[src/rtl/cm_ctrl_pkg.sv]
package cm_ctrl_pkg;

  localparam int unsigned IDX_OSC     = 0;
  localparam int unsigned IDX_CTRL    = 3;
  localparam int unsigned IDX_LOCK    = 5;
  localparam int unsigned IDX_AUX     = 7;
  localparam int unsigned IDX_SDRAM   = 8;
  localparam int unsigned IDX_INIT    = 9;
  localparam int unsigned IDX_FLG_S   = 12;
  localparam int unsigned IDX_FLG_C   = 13;
  localparam int unsigned IDX_NVF_S   = 14;
  localparam int unsigned IDX_NVF_C   = 15;
  localparam int unsigned IDX_ISTAT   = 16;
  localparam int unsigned IDX_IRAW    = 17;
  localparam int unsigned IDX_IEN_S   = 18;
  localparam int unsigned IDX_IEN_C   = 19;
  localparam int unsigned IDX_SW_S    = 20;
  localparam int unsigned IDX_SW_C    = 21;
  localparam int unsigned IDX_FSTAT   = 24;
  localparam int unsigned IDX_FRAW    = 25;
  localparam int unsigned IDX_FEN_S   = 26;
  localparam int unsigned IDX_FEN_C   = 27;
  localparam int unsigned IDX_VOLT_LO = 32;
  localparam int unsigned IDX_VOLT_HI = 35;
  localparam int unsigned IDX_TBL_LO  = 64;
  localparam int unsigned IDX_TBL_HI  = 127;

  // number of set/clear register cells (flags, nv flags, irq en, fiq en)
  localparam int unsigned SC_CELLS = 4;

  typedef enum logic [4:0] {
    SEL_NONE, SEL_OSC, SEL_CTRL, SEL_LOCK, SEL_AUX, SEL_SDRAM, SEL_INIT,
    SEL_FLG_S, SEL_FLG_C, SEL_NVF_S, SEL_NVF_C,
    SEL_ISTAT, SEL_IRAW, SEL_IEN_S, SEL_IEN_C, SEL_SW_S, SEL_SW_C,
    SEL_FSTAT, SEL_FRAW, SEL_FEN_S, SEL_FEN_C, SEL_VOLT, SEL_TABLE
  } reg_sel_e;

  localparam int unsigned ID_TEXT_LO  = 73;
  localparam int unsigned ID_TEXT_LEN = 11;
  localparam logic [8*ID_TEXT_LEN-1:0] ID_TEXT = "CTLBANK-MEM";

  function automatic logic [7:0] size_code(input int unsigned mb);
    if (mb >= 256) return 8'd64;
    if (mb >= 128) return 8'd32;
    if (mb >= 64)  return 8'd16;
    if (mb >= 32)  return 8'd4;
    return 8'd2;
  endfunction

  function automatic logic [7:0] id_byte(input logic [6:0] ent, input int unsigned mb);
    int unsigned e;
    e = int'(ent);
    if (e == IDX_TBL_LO) return size_code(mb);
    if (e >= ID_TEXT_LO && e < ID_TEXT_LO + ID_TEXT_LEN)
      return ID_TEXT[8*(ID_TEXT_LO + ID_TEXT_LEN - 1 - e) +: 8];
    return 8'd0;
  endfunction

endpackage

[src/rtl/cm_decode.sv]
module cm_decode
  import cm_ctrl_pkg::*;
#(
  parameter int IDX_W = 8
) (
  input  logic [IDX_W-1:0] idx,
  input  logic             we,
  output reg_sel_e         sel,
  output logic             legal
);

  always_comb begin
    case (int'(idx)) inside
      IDX_OSC:                   sel = SEL_OSC;
      IDX_CTRL:                  sel = SEL_CTRL;
      IDX_LOCK:                  sel = SEL_LOCK;
      IDX_AUX:                   sel = SEL_AUX;
      IDX_SDRAM:                 sel = SEL_SDRAM;
      IDX_INIT:                  sel = SEL_INIT;
      IDX_FLG_S:                 sel = SEL_FLG_S;
      IDX_FLG_C:                 sel = SEL_FLG_C;
      IDX_NVF_S:                 sel = SEL_NVF_S;
      IDX_NVF_C:                 sel = SEL_NVF_C;
      IDX_ISTAT:                 sel = SEL_ISTAT;
      IDX_IRAW:                  sel = SEL_IRAW;
      IDX_IEN_S:                 sel = SEL_IEN_S;
      IDX_IEN_C:                 sel = SEL_IEN_C;
      IDX_SW_S:                  sel = SEL_SW_S;
      IDX_SW_C:                  sel = SEL_SW_C;
      IDX_FSTAT:                 sel = SEL_FSTAT;
      IDX_FRAW:                  sel = SEL_FRAW;
      IDX_FEN_S:                 sel = SEL_FEN_S;
      IDX_FEN_C:                 sel = SEL_FEN_C;
      [IDX_VOLT_LO:IDX_VOLT_HI]: sel = SEL_VOLT;
      [IDX_TBL_LO:IDX_TBL_HI]:   sel = SEL_TABLE;
      default:                   sel = SEL_NONE;
    endcase
  end

  always_comb begin
    case (sel)
      SEL_NONE:                                          legal = 1'b0;
      SEL_FLG_C, SEL_NVF_C, SEL_IEN_C, SEL_SW_C, SEL_FEN_C: legal = we;
      SEL_ISTAT, SEL_IRAW, SEL_FSTAT, SEL_FRAW, SEL_TABLE:  legal = ~we;
      default:                                           legal = 1'b1;
    endcase
  end

endmodule

[src/rtl/cm_key_regs.sv]
module cm_key_regs #(
  parameter int          DATA_W  = 32,
  parameter int          KEY_W   = 16,
  parameter logic [15:0] KEY     = 16'hA05F,
  parameter logic [31:0] OSC_RST = 32'h0100_0048,
  parameter logic [31:0] AUX_RST = 32'h0007_FEFF
) (
  input  logic              clk,
  input  logic              rst_n,
  input  logic              wr_lock,
  input  logic              wr_osc,
  input  logic              wr_aux,
  input  logic [DATA_W-1:0] wdata,
  output logic [KEY_W-1:0]  lock_q,
  output logic              unlocked,
  output logic [DATA_W-1:0] osc_q,
  output logic [DATA_W-1:0] aux_q
);

  assign unlocked = (lock_q == KEY[KEY_W-1:0]);

  always_ff @(posedge clk or negedge rst_n) begin
    if (!rst_n) begin
      lock_q <= '0;
      osc_q  <= OSC_RST[DATA_W-1:0];
      aux_q  <= AUX_RST[DATA_W-1:0];
    end else begin
      if (wr_lock)             lock_q <= wdata[KEY_W-1:0];
      if (wr_osc && unlocked)  osc_q  <= wdata;
      if (wr_aux && unlocked)  aux_q  <= wdata;
    end
  end


  osc_hold_chk: assert property (@(posedge clk) disable iff (!rst_n)
    !(wr_osc && unlocked) |=> $stable(osc_q));


  aux_hold_chk: assert property (@(posedge clk) disable iff (!rst_n)
    !(wr_aux && unlocked) |=> $stable(aux_q));

endmodule

[src/rtl/cm_setclr_reg.sv]
module cm_setclr_reg #(
  parameter int          W   = 32,
  parameter logic [31:0] RST = 32'h0
) (
  input  logic         clk,
  input  logic         rst_n,
  input  logic         set_en,
  input  logic         clr_en,
  input  logic [W-1:0] wdata,
  output logic [W-1:0] q
);

  always_ff @(posedge clk or negedge rst_n) begin
    if (!rst_n)      q <= RST[W-1:0];
    else if (set_en) q <= q | wdata;
    else if (clr_en) q <= q & ~wdata;
  end

endmodule

[src/rtl/cm_int_out.sv]
module cm_int_out #(
  parameter int DATA_W = 32
) (
  input  logic              clk,
  input  logic              rst_n,
  input  logic              sw_set,
  input  logic              sw_clr,
  input  logic              wbit0,
  input  logic [DATA_W-1:0] irq_en,
  input  logic [DATA_W-1:0] fiq_en,
  output logic              level_q,
  output logic              irq_o,
  output logic              fiq_o
);

  logic [DATA_W-1:0] lvl_vec;
  assign lvl_vec = {{(DATA_W-1){1'b0}}, level_q};

  always_ff @(posedge clk or negedge rst_n) begin
    if (!rst_n) begin
      level_q <= 1'b0;
      irq_o   <= 1'b0;
      fiq_o   <= 1'b0;
    end else begin
      if (sw_set && wbit0)      level_q <= 1'b1;
      else if (sw_clr && wbit0) level_q <= 1'b0;
      irq_o <= |(lvl_vec & irq_en);
      fiq_o <= |(lvl_vec & fiq_en);
    end
  end


  irq_follow_chk: assert property (@(posedge clk) disable iff (!rst_n)
    (level_q && irq_en[0]) |=> irq_o);


  fiq_follow_chk: assert property (@(posedge clk) disable iff (!rst_n)
    !(level_q && fiq_en[0]) |=> !fiq_o);

endmodule

[src/rtl/cm_ctrl_bank.sv]
module cm_ctrl_bank
  import cm_ctrl_pkg::*;
#(
  parameter int          ADDR_W    = 10,
  parameter int          DATA_W    = 32,
  parameter int unsigned MEM_MB    = 128,
  parameter logic [15:0] LOCK_KEY  = 16'hA05F,
  parameter logic [31:0] OSC_RST   = 32'h0100_0048,
  parameter logic [31:0] AUX_RST   = 32'h0007_FEFF,
  parameter logic [31:0] SDRAM_VAL = 32'h0001_1122,
  parameter logic [31:0] INIT_VAL  = 32'h0000_0112
) (
  input  logic              clk,
  input  logic              rst_n,
  input  logic              bus_en,
  input  logic              bus_we,
  input  logic [ADDR_W-1:0] bus_addr,
  input  logic [DATA_W-1:0] bus_wdata,
  output logic [DATA_W-1:0] bus_rdata,
  output logic              bus_err,
  output logic              irq_o,
  output logic              fiq_o,
  output logic              remap_flash_o,
  output logic              led_o,
  output logic              board_rst_o
);

  localparam int IDX_W  = ADDR_W - 2;
  localparam int KEY_W  = 16;
  localparam int CTRL_LED   = 0;
  localparam int CTRL_REMAP = 2;
  localparam int CTRL_RST   = 3;

  logic [IDX_W-1:0] idx;
  reg_sel_e         sel;
  logic             legal;
  logic             wr;

  assign idx = bus_addr[ADDR_W-1:2];

  cm_decode #(.IDX_W(IDX_W)) u_dec (
    .idx   (idx),
    .we    (bus_we),
    .sel   (sel),
    .legal (legal)
  );

  assign wr = bus_en && bus_we && legal;

  // keyed oscillator registers
  logic [KEY_W-1:0]  lock_q;
  logic              unlocked;
  logic [DATA_W-1:0] osc_q, aux_q;

  cm_key_regs #(
    .DATA_W (DATA_W), .KEY_W(KEY_W), .KEY(LOCK_KEY),
    .OSC_RST(OSC_RST), .AUX_RST(AUX_RST)
  ) u_key (
    .clk      (clk),
    .rst_n    (rst_n),
    .wr_lock  (wr && sel == SEL_LOCK),
    .wr_osc   (wr && sel == SEL_OSC),
    .wr_aux   (wr && sel == SEL_AUX),
    .wdata    (bus_wdata),
    .lock_q   (lock_q),
    .unlocked (unlocked),
    .osc_q    (osc_q),
    .aux_q    (aux_q)
  );

  // set/clear cells: 0 flags, 1 nv flags, 2 irq enable, 3 fiq enable
  logic [SC_CELLS-1:0] sc_set, sc_clr;
  logic [DATA_W-1:0]   sc_q [SC_CELLS];

  assign sc_set = {wr && sel == SEL_FEN_S, wr && sel == SEL_IEN_S,
                   wr && sel == SEL_NVF_S, wr && sel == SEL_FLG_S};
  assign sc_clr = {wr && sel == SEL_FEN_C, wr && sel == SEL_IEN_C,
                   wr && sel == SEL_NVF_C, wr && sel == SEL_FLG_C};

  for (genvar g = 0; g < SC_CELLS; g++) begin : g_sc
    cm_setclr_reg #(.W(DATA_W), .RST(32'h0)) u_cell (
      .clk    (clk),
      .rst_n  (rst_n),
      .set_en (sc_set[g]),
      .clr_en (sc_clr[g]),
      .wdata  (bus_wdata),
      .q      (sc_q[g])
    );
  end

  // soft interrupt and registered request outputs
  logic level_q;

  cm_int_out #(.DATA_W(DATA_W)) u_int (
    .clk     (clk),
    .rst_n   (rst_n),
    .sw_set  (wr && sel == SEL_SW_S),
    .sw_clr  (wr && sel == SEL_SW_C),
    .wbit0   (bus_wdata[0]),
    .irq_en  (sc_q[2]),
    .fiq_en  (sc_q[3]),
    .level_q (level_q),
    .irq_o   (irq_o),
    .fiq_o   (fiq_o)
  );

  // control word
  logic ctrl_led_q, ctrl_remap_q;

  always_ff @(posedge clk or negedge rst_n) begin
    if (!rst_n) begin
      ctrl_led_q   <= 1'b0;
      ctrl_remap_q <= 1'b0;
      board_rst_o  <= 1'b0;
    end else begin
      board_rst_o <= wr && sel == SEL_CTRL && bus_wdata[CTRL_RST];
      if (wr && sel == SEL_CTRL) begin
        ctrl_led_q   <= bus_wdata[CTRL_LED];
        ctrl_remap_q <= bus_wdata[CTRL_REMAP];
      end
    end
  end

  assign led_o         = ctrl_led_q;
  assign remap_flash_o = ~ctrl_remap_q;

  // read mux
  logic [DATA_W-1:0] lvl_vec, rd_val;
  assign lvl_vec = {{(DATA_W-1){1'b0}}, level_q};

  always_comb begin
    rd_val = '0;
    case (sel)
      SEL_OSC:   rd_val = osc_q;
      SEL_CTRL:  begin
        rd_val[CTRL_LED]   = ctrl_led_q;
        rd_val[CTRL_REMAP] = ctrl_remap_q;
      end
      SEL_LOCK:  rd_val = {{(DATA_W-KEY_W-1){1'b0}}, ~unlocked, lock_q};
      SEL_AUX:   rd_val = aux_q;
      SEL_SDRAM: rd_val = SDRAM_VAL[DATA_W-1:0];
      SEL_INIT:  rd_val = INIT_VAL[DATA_W-1:0];
      SEL_FLG_S: rd_val = sc_q[0];
      SEL_NVF_S: rd_val = sc_q[1];
      SEL_ISTAT: rd_val = lvl_vec & sc_q[2];
      SEL_IRAW:  rd_val = lvl_vec;
      SEL_IEN_S: rd_val = sc_q[2];
      SEL_SW_S:  rd_val = lvl_vec;
      SEL_FSTAT: rd_val = lvl_vec & sc_q[3];
      SEL_FRAW:  rd_val = lvl_vec;
      SEL_FEN_S: rd_val = sc_q[3];
      SEL_TABLE: rd_val = {{(DATA_W-8){1'b0}}, id_byte(idx[6:0], MEM_MB)};
      default:   rd_val = '0;
    endcase
  end

  always_ff @(posedge clk or negedge rst_n) begin
    if (!rst_n) begin
      bus_rdata <= '0;
      bus_err   <= 1'b0;
    end else begin
      bus_rdata <= (bus_en && !bus_we && legal) ? rd_val : '0;
      bus_err   <= bus_en && !legal;
    end
  end


  rst_cause_chk: assert property (@(posedge clk) disable iff (!rst_n)
    board_rst_o |-> $past(bus_en && bus_we && int'(idx) == IDX_CTRL && bus_wdata[CTRL_RST]));


  remap_hold_chk: assert property (@(posedge clk) disable iff (!rst_n)
    !(bus_en && bus_we && int'(idx) == IDX_CTRL) |=> $stable(remap_flash_o));


  err_cause_chk: assert property (@(posedge clk) disable iff (!rst_n)
    bus_err |-> $past(bus_en));


  volt_zero_chk: assert property (@(posedge clk) disable iff (!rst_n)
    (bus_en && !bus_we && int'(idx) >= IDX_VOLT_LO && int'(idx) <= IDX_VOLT_HI)
      |=> (bus_rdata == '0 && !bus_err));

endmodule

[config.mk]
export PLATFORM = sky130hd
export DESIGN_NAME = cm_ctrl_bank
export DESIGN_NICKNAME = d
export VERILOG_FILES = /design/src/rtl/cm_ctrl_pkg.sv /design/src/rtl/cm_decode.sv /design/src/rtl/cm_key_regs.sv /design/src/rtl/cm_setclr_reg.sv /design/src/rtl/cm_int_out.sv /design/src/rtl/cm_ctrl_bank.sv
export SDC_FILE = /design/constraint.sdc
export NUM_CORES = 1
export LEC_CHECK = 0
export ABC_AREA = 1
export ABC_CLOCK_PERIOD_IN_PS = 2580
export BUFFER_PORTS_ARGS = -buffer_cell sky130_fd_sc_hd__buf_2
export CORE_MARGIN = 1
export CORE_UTILIZATION = 44
export CTS_BUF_LIST = sky130_fd_sc_hd__clkbuf_16
export CTS_CLUSTER_DIAMETER = 80
export DETAILED_ROUTE_END_ITERATION = 7
export SKIP_LAST_GASP = 1
export SLEW_MARGIN = 20
export SYNTH_ARGS = -nofsm -noshare
export SYNTH_HDL_FRONTEND = slang
export SYNTH_SLANG_ARGS = --single-unit
[constraint.sdc]
create_clock -name clk -period 2.58 [get_ports clk]
set_input_delay 0.129 -clock clk [delete_from_list [all_inputs] [get_ports clk]]
set_output_delay 0.129 -clock clk [all_outputs]
set_load 0.05 [all_outputs]
---- After elaboration in Yosys (flattened, before gate mapping) ----
Cells that the tools add are included.
cells by class
  add/sub/neg operators ................... 1
  $mul .................................... 0
  divide/modulo/power cells ............... 0
  $lt $le $gt $ge ......................... 6
  equal/unequal tests ..................... 42
  shift operators ......................... 1
  multiplexer cells ....................... 59
  bitwise logic cells ..................... 14
  reductions and logical operators ........ 42
operators with widths
  kind                        count
  $pmux W29 S12               1
  $mux W32                    9
  $and A32 B32 Y32            4
  $or A32 B32 Y32             4
  $mux W5                     23
  $shiftx A88 B33 Y8 const A  1
  $eq A8 B5 Y1 const B        10
  $and A1 B32 Y32             2
  $reduce_or A32 Y1           2
  $eq A8 B4 Y1 const B        6
  $eq A5 B4 Y1 const B        8
  $mux W8                     4
  $not A32 Y32                1
  $eq A5 B5 Y1 const B        6
  $logic_and A1 B1 Y1         27
  $pmux W1 S11                2
  $eq A5 B3 Y1 const B        4
  $eq A16 B16 Y1 const B      1
  $eq A8 B3 Y1 const B        2
  $mux W1                     16
  $pmux W1 S12                1
  $eq A5 B2 Y1 const B        2
  $reduce_bool A2 Y1          5
  $reduce_or A5 Y1            2
  19 further kinds            22
word-level totals
  register bits after elaboration ......... 247
  bits in latches ......................... 0
  memory bits (writable) .................. 0
  bits in read-only memories .............. 0
  input bits .............................. 46
  output and inout bits ................... 38
  logic and storage cells ................. 180
  memories kept ........................... 0

---- Longest topological paths before layout ----
Gate-level depths: netlist of the first run.
  word-level depth ........................ 42
  mapped depth ............................ 25
  gate-level depth less buffers ........... 23

---- By module ----
From an unflattened synthesis of the first run, not the netlist that was laid out.
second synthesis, totals
  cell total of the unflattened synthesis .. 1688
  area, all modules ....................... 12827.3 um^2
modules (own cells, without submodules)
  module         times used  cells an instance  area each (um^2)  seq. area each (um^2)
  cm_setclr_reg  4           166                1337.5            800.8
  cm_key_regs    1           346                3478.3            2028.2
  cm_ctrl_bank   1           553                3303.2            900.9
  cm_decode      1           114                590.6             0.0
  cm_int_out     1           11                 105.1             75.1

---- Worst setup path before layout of the first run ----
Ideal clock, no wire load.
  path type ............................... input to register
  from .................................... input port bus_addr[4]
  to ...................................... register with a tool-made name
  library setup time ...................... 0.116 ns
  arrival ................................. 2.313 ns
  data required time ...................... 2.464 ns
  slack ................................... 0.150 ns
  cell stages on the path ................. 20
  path through ............................ inv_1 -> ha_1 -> inv_1 -> nor2_1 -> nand4_1 -> nand2_1 -> nor2_1 -> nand3_1 -> nand2_1 -> nand2_1 -> nand2_1 -> nor2_1 -> nand2_1 -> nor2_1 -> inv_1 -> o21ai_1 -> buf_2 -> nand4_1 -> nand2_1 -> nand2_1
RTL lines
  what             line                RTL
  start, declared  cm_ctrl_bank.sv:17  input logic [ADDR_W-1:0] bus_addr,

---- Worst setup path in the final report of the first run ----
  from .................................... input port bus_addr[5]
  to ...................................... register bus_rdata[25]
between the ends
  word-level cells in the longest chain between the ends .. 29
  elaborated cells on any way between the ends .. 74
  those cells by class .................... order compare (4); eq/ne (38); mux (25); reduce/logical (7)
RTL lines
  what                                                           line                                  RTL
  $ge A8 B7 Y1 (no line) / $le A8 B7 Y1 (equally long branches)  -
  $logic_and A1 B1 Y1 (no line)                                  -
  $mux W5 (21 in a row)                                          cm_decode.sv:13                       case (int'(idx)) inside
  $mux W5 *                                                      cm_decode.sv:13
  $eq A5 B4 Y1, or another cell as far along                     cm_decode.sv:41, cm_ctrl_bank.sv:133
  $reduce_or A5 Y1                                               cm_decode.sv:41                       case (sel)
  $pmux W1 S3                                                    cm_decode.sv:41
  $logic_and A1 B1 Y1                                            cm_ctrl_bank.sv:162                   bus_rdata <= (bus_en && !bus_we && legal) ? rd_val : '0;
  $mux W32 *                                                     cm_ctrl_bank.sv:162
  end signal, assigned                                           cm_ctrl_bank.sv:162
  end, declared                                                  cm_ctrl_bank.sv:19                    output logic [DATA_W-1:0] bus_rdata,
Every way passes the cells marked *; elsewhere a longest branch is shown, timed or not.
A chain may end at the register's enable or synchronous reset.

==> impl_results.md, run 1 <==
- Yosys Warn Count: 0
- Crit Path Max Fanout: 6
- Post-synthesis cell count: 1524
- Clk_skew: 0.009316 ns
- Synth Register Bits: approximately 250
- Vias in the first global route: roughly 11000
- CP Class: in2reg
- GPL Wtd Cong: 0.8948
- Initial antenna violation count: 0
- Fmax: between 400 and 500 MHz
- Post-Syn Area: ~0.012 mm2
- Final core occ: between 50 and 60%
- Number of flops mapped to enable cells by yosys: 0
- Share of layout cells above drive strength 1: 18.55%
- Status: completed
- Peak supply drop: approximately 530 uV
- Pleak: about 7.5 nW
- Critical Path Sink Type: register
- Vias per inst: roughly 5.4
- Cell family with most CP delay: simple AND/OR/NAND/NOR gates
- Fin crit share: approximately 90%
- Area Overhead vs Synth: 24.37%
- Area of the die: 0.02834 mm2
- Syn_nets: 1574
- Slew HR: between 60% and 70%
- Endpoints failing setup: 0
- Io pins: 84
- Num CTS Buffers: 27
- Fillers: 2475
- Asr flop ratio synth: 100.0%
- Max-cap viol count: 0
- Port-buffer cells: 81
- GRT Overall Usage: between 20% and 30%
- Most common cell after layout, fill and taps aside: nand2_1
- Worst skew pair latency: 0.55 ns
- Total power: approximately 8.6 mW
- DR vias: 11060
- Final wirelength: roughly 36 mm
- Post-DRT Antenna Nets: 0
- Tmin final: ~2.3 ns
- Worst Path Arrival: between 2 and 3 ns
- Total gr overflow: 0
- Clock-pin transition on the worst setup and hold timing paths: ~0.06 ns
- Top_reg_cell synth: dfrtp_1
- Core ar.: between 0.02 and 0.03 mm2
- CP max-delay cell: a221oi_1
- First-pass GRT wire length: between 50 and 60 mm
- Yosys top cell by area: dfrtp_1
- Final Max Slew Viols: 0
- Clk root buf: clkbuf_16
- Final instance area: between 0.015 and 0.02 mm2
- Drc violations: 0
- Top post-synthesis cells by area: dfrtp_1 (46%), nand2_1 (19%), nand4_1 (7.2%)
- Critical Path Max Stage Delay: approximately 0.30 ns
- Clock sink count: 247
- Final hold vios: 0
- Highest-count cells in the layout ignoring fill and taps: nand2_1 (607), dfrtp_1 (226), nand4_1 (140)
- Post-DP HPWL: approximately 24 mm
- Seq/Total Area, Yosys: about half
- Largest net degree at the start of global routing: 71
- Netlist cell types: 40
- Maximum root-to-sink buffer count: 3
- Syn avg cell area: roughly 8.0 um2
- H-tree levels: 1
- DIE HEIGHT: 168.4 um
- Setup TNS: 0 ns
- Starting Density: between 40% and 50%
- CTS tree: built
- Pwr per Cell Area: 565.0 mW/mm2
- Core Rows: 60
- Drt wl/cell: approximately 18 um
- Worst slew pin tran: 0.5709 ns
- Setup crit start kind: input port
- Worst hold path class: in2async
- Cell breakdown of the critical path: buf_2, inv_1, ha_1, inv_1, nor2_1, o21ai_1, nand2_1, nor2_1, inv_1, nor3_4, inv_1, nand2_1, buf_4, nor2_4, buf_4, nand2_1, nand2_1, a221oi_1, a21oi_1
- CP Data Required Time: around 3 ns
- DRT Pass-1 Iters: 5
- Die W: approximately 170 um
- Violation count after the first detailed-route iteration: ~850
- Yosys top cell area share: ~46%
- Final net count: roughly 1700
- Placed inst area: between 0.01 and 0.015 mm2
- Diode count: 0
- Unrepaired setup endpoints after global routing: yes
- CP bufs+invs: 7
==> synth_stat cells (18+ instances only) <==
master    count
a21oi_1      35
a22o_1       18
a22oi_1      39
a31oi_1      22
buf_2        44
clkbuf_1     54
dfrtp_1     226
dfstp_2      21
inv_1        67
nand2_1     609
nand3_1      20
nand4_1     140
nor2_1       43
o21ai_0      19
o21ai_1      76
==> worst register-to-register path: stages (launching register included) <==
cell and delay [ns]:
dfrtp_1 0.39, nand4_1 0.16, nor4_1 0.36, nand3_1 0.29, nor4_1 0.34, buf_4 0.16, nand3_4 0.13, buf_12 0.22
nand2_1 0.07, o21ai_1 0.06
==> through the flow <==
stage          hold slack (ns)  std cells  setup slack, ns
2_1_floorplan          -0.1666       1524           0.1504
3_3_place_gp            0.1531       1966          -0.2409
3_5_place_dp            0.1535       1966          -0.2907
4_1_cts                 0.1695       2050           0.2641
5_1_grt                 0.1911       2050         -0.03418
6_report                0.1464       2050           0.2753
==> final timing paths <==
path	from	end	slack, ns	cells past startpoint
worst min register to register	u_key.aux_q[3]$_DFFE_PN1P_	u_key.aux_q[3]$_DFFE_PN1P_	0.47	2
max in group asynchronous	rst_n	u_key.aux_q[10]$_DFFE_PN1P_	1.61	3
worst max register to register	u_key.lock_q[2]$_DFFE_PN0P_	u_key.osc_q[19]$_DFFE_PN0P_	0.28	9
min in group clk	bus_we	bus_rdata[16]$_DFF_PN0_	0.25	5
worst max-delay path	bus_addr[5]	bus_rdata[25]$_DFF_PN0_	0.28	19
worst min-delay path	rst_n	bus_rdata[3]$_DFF_PN0_	0.15	2
==> layout make-up <==
class / instances / area, um2 / area share [%]
timing repair buffer: 257 / 2188 / 14.45
clock buffer: 27 / 675.6 / 4.461
clock inverter: 23 / 162.7 / 1.074
sequential: 247 / 6207 / 40.99
inverter: 80 / 302.8 / 1.999
tap: 341 / 426.7 / 2.817
multi-input combinational: 1075 / 5181 / 34.21
==> cell families after synthesis <==
logic type,synth area share [%]
compound gates,11.43
xor+xnor,0.07194
fa+ha+maj,0.4110
buf+inv,7.018
flops,50.98
simple gates,30.10
==> timing repair <==
action	CTS	global route
endpoints found under the setup margin	0	107
gates resized for setup	0	6
hold endpoints to repair	270	0
buffers inserted	0	0
hold buffers	34	0
==> report_power, final <==
group,switching (mW),total [mW],internal (mW),leakage [nW]
Sequential,0.0313,3.96,3.93,3.37
Combinational,0.589,0.912,0.323,3.68
Clock,1.58,3.68,2.10,0.457
Total,2.20,8.56,6.35,7.50
==> routing by layer <==
layer	vias up	GRT usage, %	part of all wire (%)
met5	-	0	0
met4	0	5.336	1.4
met3	45	3.173	4.9
met2	291	42.16	47
met1	5299	37.96	47
li1	5428	-	-
No activity file was read; power rests on OpenSTA's default activity.
==> run 2: changes to the inputs <==
- ABC_CLOCK_PERIOD_IN_PS: 2580 -> 2180
- CORE_UTILIZATION: 44 -> 35
- clock period: 2.58 -> 2.18 ns (I/O delays scaled with it)
==> impl_results.md, run 2 (synthesized netlist as in run 1, its figures left out) <==
- Setup TNS: -7.663 ns (was 0 ns)
- DRT Pass-1 Iters: 6 (was 5)
- Clock-pin transition on the worst setup and hold timing paths: 0.07 ns (was 0.06 ns)
- Clock power share: 43.2% (was 43.0%)
- Port-buffer cells: 81 (unchanged)
- Final net count: 1821 (was 1738)
- Fin crit share: 105.6%
- Critical register-to-register path startpoint: u_key.lock_q[1]$_DFFE_PN0P_ (was u_key.lock_q[2]$_DFFE_PN0P_)
- Critical path endpoint: u_key.aux_q[8]$_DFFE_PN0P_ (was bus_rdata[25]$_DFF_PN0_)
- Critical Path Sink Type: register (unchanged)
- Most frequent CP cell: buf_12
- Clk root buf: clkbuf_16 (unchanged)
- Max-cap viol count: 0 (unchanged)
- Fillers: 3111 (was 2475)
- Highest-count cells in the layout ignoring fill and taps: nand2_1 (533), dfrtp_1 (226), nand4_1 (140) (was nand2_1 (607), dfrtp_1 (226), nand4_1 (140))
- WP depth: 21 (was 19)
- First-pass GRT wire length: 62.27 mm (was 59.00 mm)
- Post-DP HPWL: 24.24 mm (was 23.75 mm)
- Violation count after the first detailed-route iteration: 1336 (was 851)
- Post-DRT Antenna Nets: 0 (unchanged)
- H-tree levels: 1 (unchanged)
- Diode count: 0 (unchanged)
- Switching Fraction: 26.47% (was 25.76%)
- CP bufs+invs: 7 (unchanged)
- Clk_skew: 0.01473 ns (was 0.009316 ns)
- Worst R2R End: u_key.osc_q[11]$_DFFE_PN0P_ (was u_key.osc_q[19]$_DFFE_PN0P_)
- Worst reg2reg setup slack: 0 ns (was 0.28 ns)
- Clock sink count: 247 (unchanged)
- Reg power frac: 43.1% (was 46.3%)
- Final instance area: 0.01726 mm2 (was 0.01514 mm2)
- Failing checks: setup timing
- Core ar.: 0.03387 mm2 (was 0.02703 mm2)
- Tmin final: 2.302 ns
- Vias in the first global route: 11240 (was 10770)
- Share of layout cells above drive strength 1: 30.08% (was 18.55%)
- Pleak: 8.331 nW (was 7.500 nW)
- Psw: 2.881 mW (was 2.204 mW)
- Placed inst area: 0.01422 mm2 (was 0.01394 mm2)
- Io pins: 84 (unchanged)
- GPL Wtd Cong: 0.8878 (was 0.8948)
- Cell breakdown of the critical path: buf_8, buf_4, ha_2, inv_1, nor2_1, o21ai_2, nand2_2, nor2_4, inv_2, nor3_4, nand4_1, nand3_1, nand2_1, nand2_2, nand2_4, buf_12, nand3_4, buf_12, buf_12, nand2_1, o21ai_1 (was buf_2, inv_1, ha_1, inv_1, nor2_1, o21ai_1, nand2_1, nor2_1, inv_1, nor3_4, inv_1, nand2_1, buf_4, nor2_4, buf_4, nand2_1, nand2_1, a221oi_1, a21oi_1)
- CP max-delay cell: nor3_4 (was a221oi_1)
- Crit path launch: bus_addr[4] (was bus_addr[5])
- Global Route met2 Usage: 35.83% (was 42.16%)
- Drt wl/cell: 19.66 um (was 17.58 um)
- Num CTS Buffers: 27 (unchanged)
- Setup crit start kind: input port (unchanged)
- Final hold vios: 0 (unchanged)
- Final wirelength: 44.03 mm (was 36.04 mm)
- Worst Path Arrival: 2.78 ns (was 2.72 ns)
- Crit Path Max Fanout: 7 (was 6)
- Dpl ws: -0.6704 ns (was -0.2907 ns)
- CTS tree: built (unchanged)
- Worst slew pin tran: 0.5664 ns (was 0.5709 ns)
- Peak supply drop: 595.1 uV (was 533.5 uV)
- Cell family with most CP delay: simple AND/OR/NAND/NOR gates (unchanged)
- Most common cell after layout, fill and taps aside: nand2_1 (unchanged)
- Worst Reg-to-Reg Cells: 11 (was 9)
- DIE HEIGHT: 188.5 um (was 168.4 um)
- Initial antenna violation count: 0 (unchanged)
- Internal power: 8.001 mW (was 6.353 mW)
- Maximum root-to-sink buffer count: 3 (unchanged)
- Combinational share of power: 13.7% (was 10.7%)
- Largest net degree at the start of global routing: 82 (was 71)
- Drc violations: 0 (unchanged)
- GR Util met1: 29.81% (was 37.96%)
- Fmax: 434.4 MHz
- CP Class: in2reg (unchanged)
- Final Max Slew Viols: 0 (unchanged)
- Worst hold path class: in2async (unchanged)
- Endpoints failing setup: 171 (was 0)
- Post-route worst setup slack: -0.1222 ns (was 0.2753 ns)
- Vias per inst: 5.381 (was 5.397)
- Pwr per Cell Area: 630.6 mW/mm2 (was 565.0 mW/mm2)
- DR vias: 12050 (was 11060)
- Slew HR: 62.24% (was 61.94%)
- Final core occ: 50.95% (was 56.04%)
- Core Rows: 67 (was 60)
- Unrepaired setup endpoints after global routing: yes (unchanged)
- Area Overhead vs Synth: 41.72% (was 24.37%)
- GRT Overall Usage: 21.80% (was 26.16%)
- Non-Filler Instances: 2240 (was 2050)
- Met3 Usage GRT: 3.446% (was 3.173%)
- Worst skew pair latency: 0.56 ns (was 0.55 ns)
- Die W: 188.5 um (was 168.4 um)
- Critical Path Max Stage Delay: 0.24 ns (was 0.30 ns)
- Status: finished, violations left (was completed)
- Placed cell count: 2083 (was 1966)
- Total gr overflow: 0 (unchanged)
- Starting Density: 35.95% (was 45.06%)
- Busiest layer in global routing: met2 (unchanged)
- Area of the die: 0.03554 mm2 (was 0.02834 mm2)
- CP Data Required Time: 2.66 ns (was 3.00 ns)
==> run 2: cell count changes in the layout (fill, tap and decap cells not counted), sizes merged <==
cell / previous run / this run
clkinvlp: 1 / 3
bufinv: 2 / 4
clkinv: 8 / 12
buf: 223 / 285
clkbuf: 27 / 48
inv: 92 / 84
==> run 2: layout make-up <==
| cell class | instances | area (um2) | share of cell area, % |
|---|---|---|---|
| Clock inverter | 23 | 217.7 | 1.262 |
| Timing Repair Buffer | 340 | 3470 | 20.11 |
| Clock buffer | 27 | 675.6 | 3.915 |
| Tap cell | 448 | 560.5 | 3.248 |
| Inverter | 80 | 317.8 | 1.842 |
| Sequential cell | 247 | 6207 | 35.97 |
| Multi-Input combinational cell | 1075 | 5808 | 33.66 |
==> run 2: per-layer routing <==
metal	up-vias	share of wire, %
met3	93	7.8
met4	0	2.7
met1	5824	43
met2	528	47
li1	5608	-
met5	-	0
==> run 2: power groups by stage <==
stage                     Sequential (mW)  Clock (mW)  Combinational, mW
after floorplan                      4.78           0              0.543
after global placement               4.77           0               1.02
after detailed placement             4.77           0               1.02
after CTS                            4.69        4.75               1.10
after global routing                 4.70        4.96               1.59
final                                4.69        4.70               1.49
==> run 2: through the flow <==
stage	hold slack (ns)	power, mW
global route	0.1739	11.24
CTS	0.1141	10.54
detailed placement	0.1165	5.792
floorplan	-0.1866	5.319
finish	0.1276	10.88
global placement	0.1181	5.787
==> run 2: worst min-delay path by stage <==
stage / from / endpoint / slack, ns / depth (start not counted)
floorplan: rst_n / asynchronous set/reset pin / -0.19 / 0
global placement: rst_n / u_key.osc_q[0]$_DFFE_PN0P_ / 0.12 / 1
detailed placement: rst_n / u_key.osc_q[0]$_DFFE_PN0P_ / 0.12 / 1
CTS: bus_we / register / 0.11 / 6
global route: rst_n / asynchronous set/reset pin / 0.17 / 2
finish: rst_n / asynchronous set/reset pin / 0.13 / 2
==> run 2: what timing repair did <==
| item | 4_1_cts | 5_1_grt |
|---|---|---|
| hold buffers | 34 | 0 |
| resized for setup | 24 | 195 |
| hold endpoints to repair | 349 | 0 |
| buffers inserted | 4 | 41 |
| pin swaps | 5 | 58 |
| setup endpoints to repair | 221 | 244 |
| gates cloned | 1 | 30 |
==> run 3: changes to the inputs <==
- CELL_PAD_IN_SITES_DETAIL_PLACEMENT: unset -> 0
- CELL_PAD_IN_SITES_GLOBAL_PLACEMENT: unset -> 1
- PLACE_DENSITY_LB_ADDON: unset -> 0.1
==> impl_results.md, run 3 (synthesized netlist as in run 1, its figures left out) <==
- Status: finished, violations left (unchanged)
- Failing checks: setup timing (unchanged)
- Share of layout cells above drive strength 1: 29.04% (was 30.08%)
- Area of the die: 0.03554 mm2 (unchanged)
- Clock-pin transition on the worst setup and hold timing paths: 0.06 ns (was 0.07 ns)
- Sequential Area: 0.006207 mm2 (unchanged)
- GPL Wtd Cong: 0.8215 (was 0.8878)
- Worst slew pin tran: 0.6103 ns (was 0.5664 ns)
- Worst hold path class: in2reg (was in2async)
- Clock power share: 45.6% (was 43.2%)
- Core ar.: 0.03387 mm2 (unchanged)
- Setup crit start kind: register (was input port)
- CTS tree: built (unchanged)
- Worst hold slack: 0.09711 ns (was 0.1276 ns)
- DIE HEIGHT: 188.5 um (unchanged)
- Pleak: 8.224 nW (was 8.331 nW)
- Peak supply drop: 690.7 uV (was 595.1 uV)
- Non-Filler Instances: 2234 (was 2240)
- CP Data Required Time: 2.63 ns (was 2.66 ns)
- Switching Fraction: 26.38% (was 26.47%)
- Endpoints failing setup: 1 (was 171)
- Io pins: 84 (unchanged)
- Total gr overflow: 0 (unchanged)
- Area Overhead vs Synth: 39.66% (was 41.72%)
- Final net count: 1810 (was 1821)
- Core Rows: 67 (unchanged)
- Port-buffer cells: 81 (unchanged)
- Multi-input combinational cell area: 0.005767 mm2 (was 0.005808 mm2)
- Worst R2R End: u_key.osc_q[29]$_DFFE_PN0P_ (was u_key.osc_q[11]$_DFFE_PN0P_)
- Fin crit share: 100.3% (was 105.6%)
- Clk root buf: clkbuf_16 (unchanged)
- Pwr per Cell Area: 649.0 mW/mm2 (was 630.6 mW/mm2)
- GRT Overall Usage: 23.56% (was 21.80%)
- Hold EP: u_int.level_q$_DFFE_PN0P_
- Clock sink count: 247 (unchanged)
- Final core occ: 50.21% (was 50.95%)
- Final hold vios: 0 (unchanged)
- Vias per inst: 5.201 (was 5.381)
- Maximum root-to-sink buffer count: 3 (unchanged)
- Vias in the first global route: 11120 (was 11240)
- Total power: 11.04 mW (was 10.88 mW)
- Initial antenna violation count: 2 (was 0)
- Drc violations: 0 (unchanged)
- Internal power: 8.125 mW (was 8.001 mW)
- Placed cell count: 2102 (was 2083)
- Clk_skew: 0.05431 ns (was 0.01473 ns)
- Worst reg2reg setup slack: -0.006 ns (was 0 ns)
- DR vias: 11620 (was 12050)
- Hold path depth: 5
- CP Class: reg2reg (was in2reg)
- Post-DRT Antenna Nets: 0 (unchanged)
- Fillers: 3266 (was 3111)
- First-pass GRT wire length: 65.61 mm (was 62.27 mm)
- Die W: 188.5 um (unchanged)
- Post-route worst setup slack: -0.005916 ns (was -0.1222 ns)
- Post-DP HPWL: 26.91 mm (was 24.24 mm)
- Worst Reg-to-Reg Cells: 11 (unchanged)
- Reg power frac: 42.5% (was 43.1%)
- Worst Path Arrival: 2.63 ns (was 2.78 ns)
- Dpl ws: -0.7017 ns (was -0.6704 ns)
- Slew HR: 59.31% (was 62.24%)
- DRT Pass-1 Iters: 5 (was 6)
- Max-cap viol count: 0 (unchanged)
- Worst skew pair latency: 0.60 ns (was 0.56 ns)
- Drt wl/cell: 20.10 um (was 19.66 um)
- Critical register-to-register path startpoint: u_key.lock_q[8]$_DFFE_PN0P_ (was u_key.lock_q[1]$_DFFE_PN0P_)
- Final wirelength: 44.91 mm (was 44.03 mm)
- Critical Path Sink Type: register (unchanged)
- Most common cell after layout, fill and taps aside: nand2_1 (unchanged)
- Tmin final: 2.186 ns (was 2.302 ns)
- Combinational share of power: 11.8% (was 13.7%)
- Violation count after the first detailed-route iteration: 878 (was 1336)
- Hold_sp: bus_we
- Largest net degree at the start of global routing: 71 (was 82)
- Crit Path Max Fanout: 8 (was 7)
- Psw: 2.911 mW (was 2.881 mW)
- Starting Density: 35.95% (unchanged)
- Final Max Slew Viols: 0 (unchanged)
- H-tree levels: 1 (unchanged)
- Num CTS Buffers: 30 (was 27)
- Highest-count cells in the layout ignoring fill and taps: nand2_1 (553), dfrtp_1 (226), buf_4 (143) (was nand2_1 (533), dfrtp_1 (226), nand4_1 (140))
- Unrepaired setup endpoints after global routing: yes (unchanged)
- Fmax: 457.5 MHz (was 434.4 MHz)
run 3: cell count changes in the layout (fill, tap and decap cells not counted), moves of 6 or more:
cell / before / now
buf_6: 19 / 12
buf_8: 9 / 3
nand2_1: 533 / 553
nand2_2: 55 / 37
o21ai_0: 11 / 19
o21ai_1: 70 / 50
o21ai_2: 12 / 24
run 3: per-layer routing:
layer | routed length [um] | GRT usage, %
met1 | 21270 | 34.64
met2 | 20310 | 36.74
met3 | 2250 | 3.185
met4 | 1069 | 5.149
met5 | 0 | 0
run 3: per-stage QoR:
step	area [um2]	TNS, ns
after floorplan	12260	-16.98
after detailed placement	14490	-150.83
after CTS	16040	-0.03985
after global placement	14490	-142.36
after global routing	17010	-12.72
final	17010	-0.005916
run 3: repair_timing:
item                                    4_1_cts  5_1_grt
resized for setup                            16      152
gates cloned                                  1       15
buffers inserted                             15       13
hold buffers                                 34        0
endpoints found under the setup margin      174      243
pin swaps                                     9       35
hold endpoints to repair                    316        0
run 3: how the worst max path moves through the flow:
stage | start | cells past startpoint | to
3_3_place_gp | bus_addr[5] | 20 | u_key.osc_q[10]$_DFFE_PN0P_
3_5_place_dp | bus_addr[4] | 19 | bus_rdata[4]$_DFF_PN0_
6_report | u_key.lock_q[8]$_DFFE_PN0P_ | 11 | u_key.osc_q[29]$_DFFE_PN0P_
5_1_grt | bus_addr[3] | 20 | u_key.osc_q[23]$_DFFE_PN0P_
2_1_floorplan | bus_addr[4] | 23 | register
4_1_cts | bus_addr[4] | 19 | bus_rdata[4]$_DFF_PN0_
run 3: power groups by stage:
stage | registers (mW) | logic, mW | clock network, mW
finish | 4.69 | 1.31 | 5.04
global route | 4.70 | 1.41 | 5.31
CTS | 4.69 | 1.17 | 5.14
detailed placement | 4.77 | 1.11 | 0
global placement | 4.77 | 1.11 | 0
floorplan | 4.78 | 0.543 | 0
run 3: worst max-delay path: stages, from the launching register on:
cell       delay (ns)
dfrtp_1          0.42
nor4_2           0.26
buf_4            0.16
nand3_2          0.08
buf_6            0.14
nor4_2           0.25
buf_4            0.16
nand3_4          0.10
buf_12           0.18
clkbuf_16        0.17
nand2_2          0.05
o21ai_1          0.05
run 3: layout make-up:
type / count / area share, %
Antenna cell: 2 / 0.02943
Clock buffer: 30 / 4.414
Clock inverter: 26 / 1.427
Inverter: 80 / 1.825
Multi-Input combinational cell: 1075 / 33.91
Sequential cell: 247 / 36.50
Tap cell: 448 / 3.296
Timing Repair Buffer: 326 / 18.60
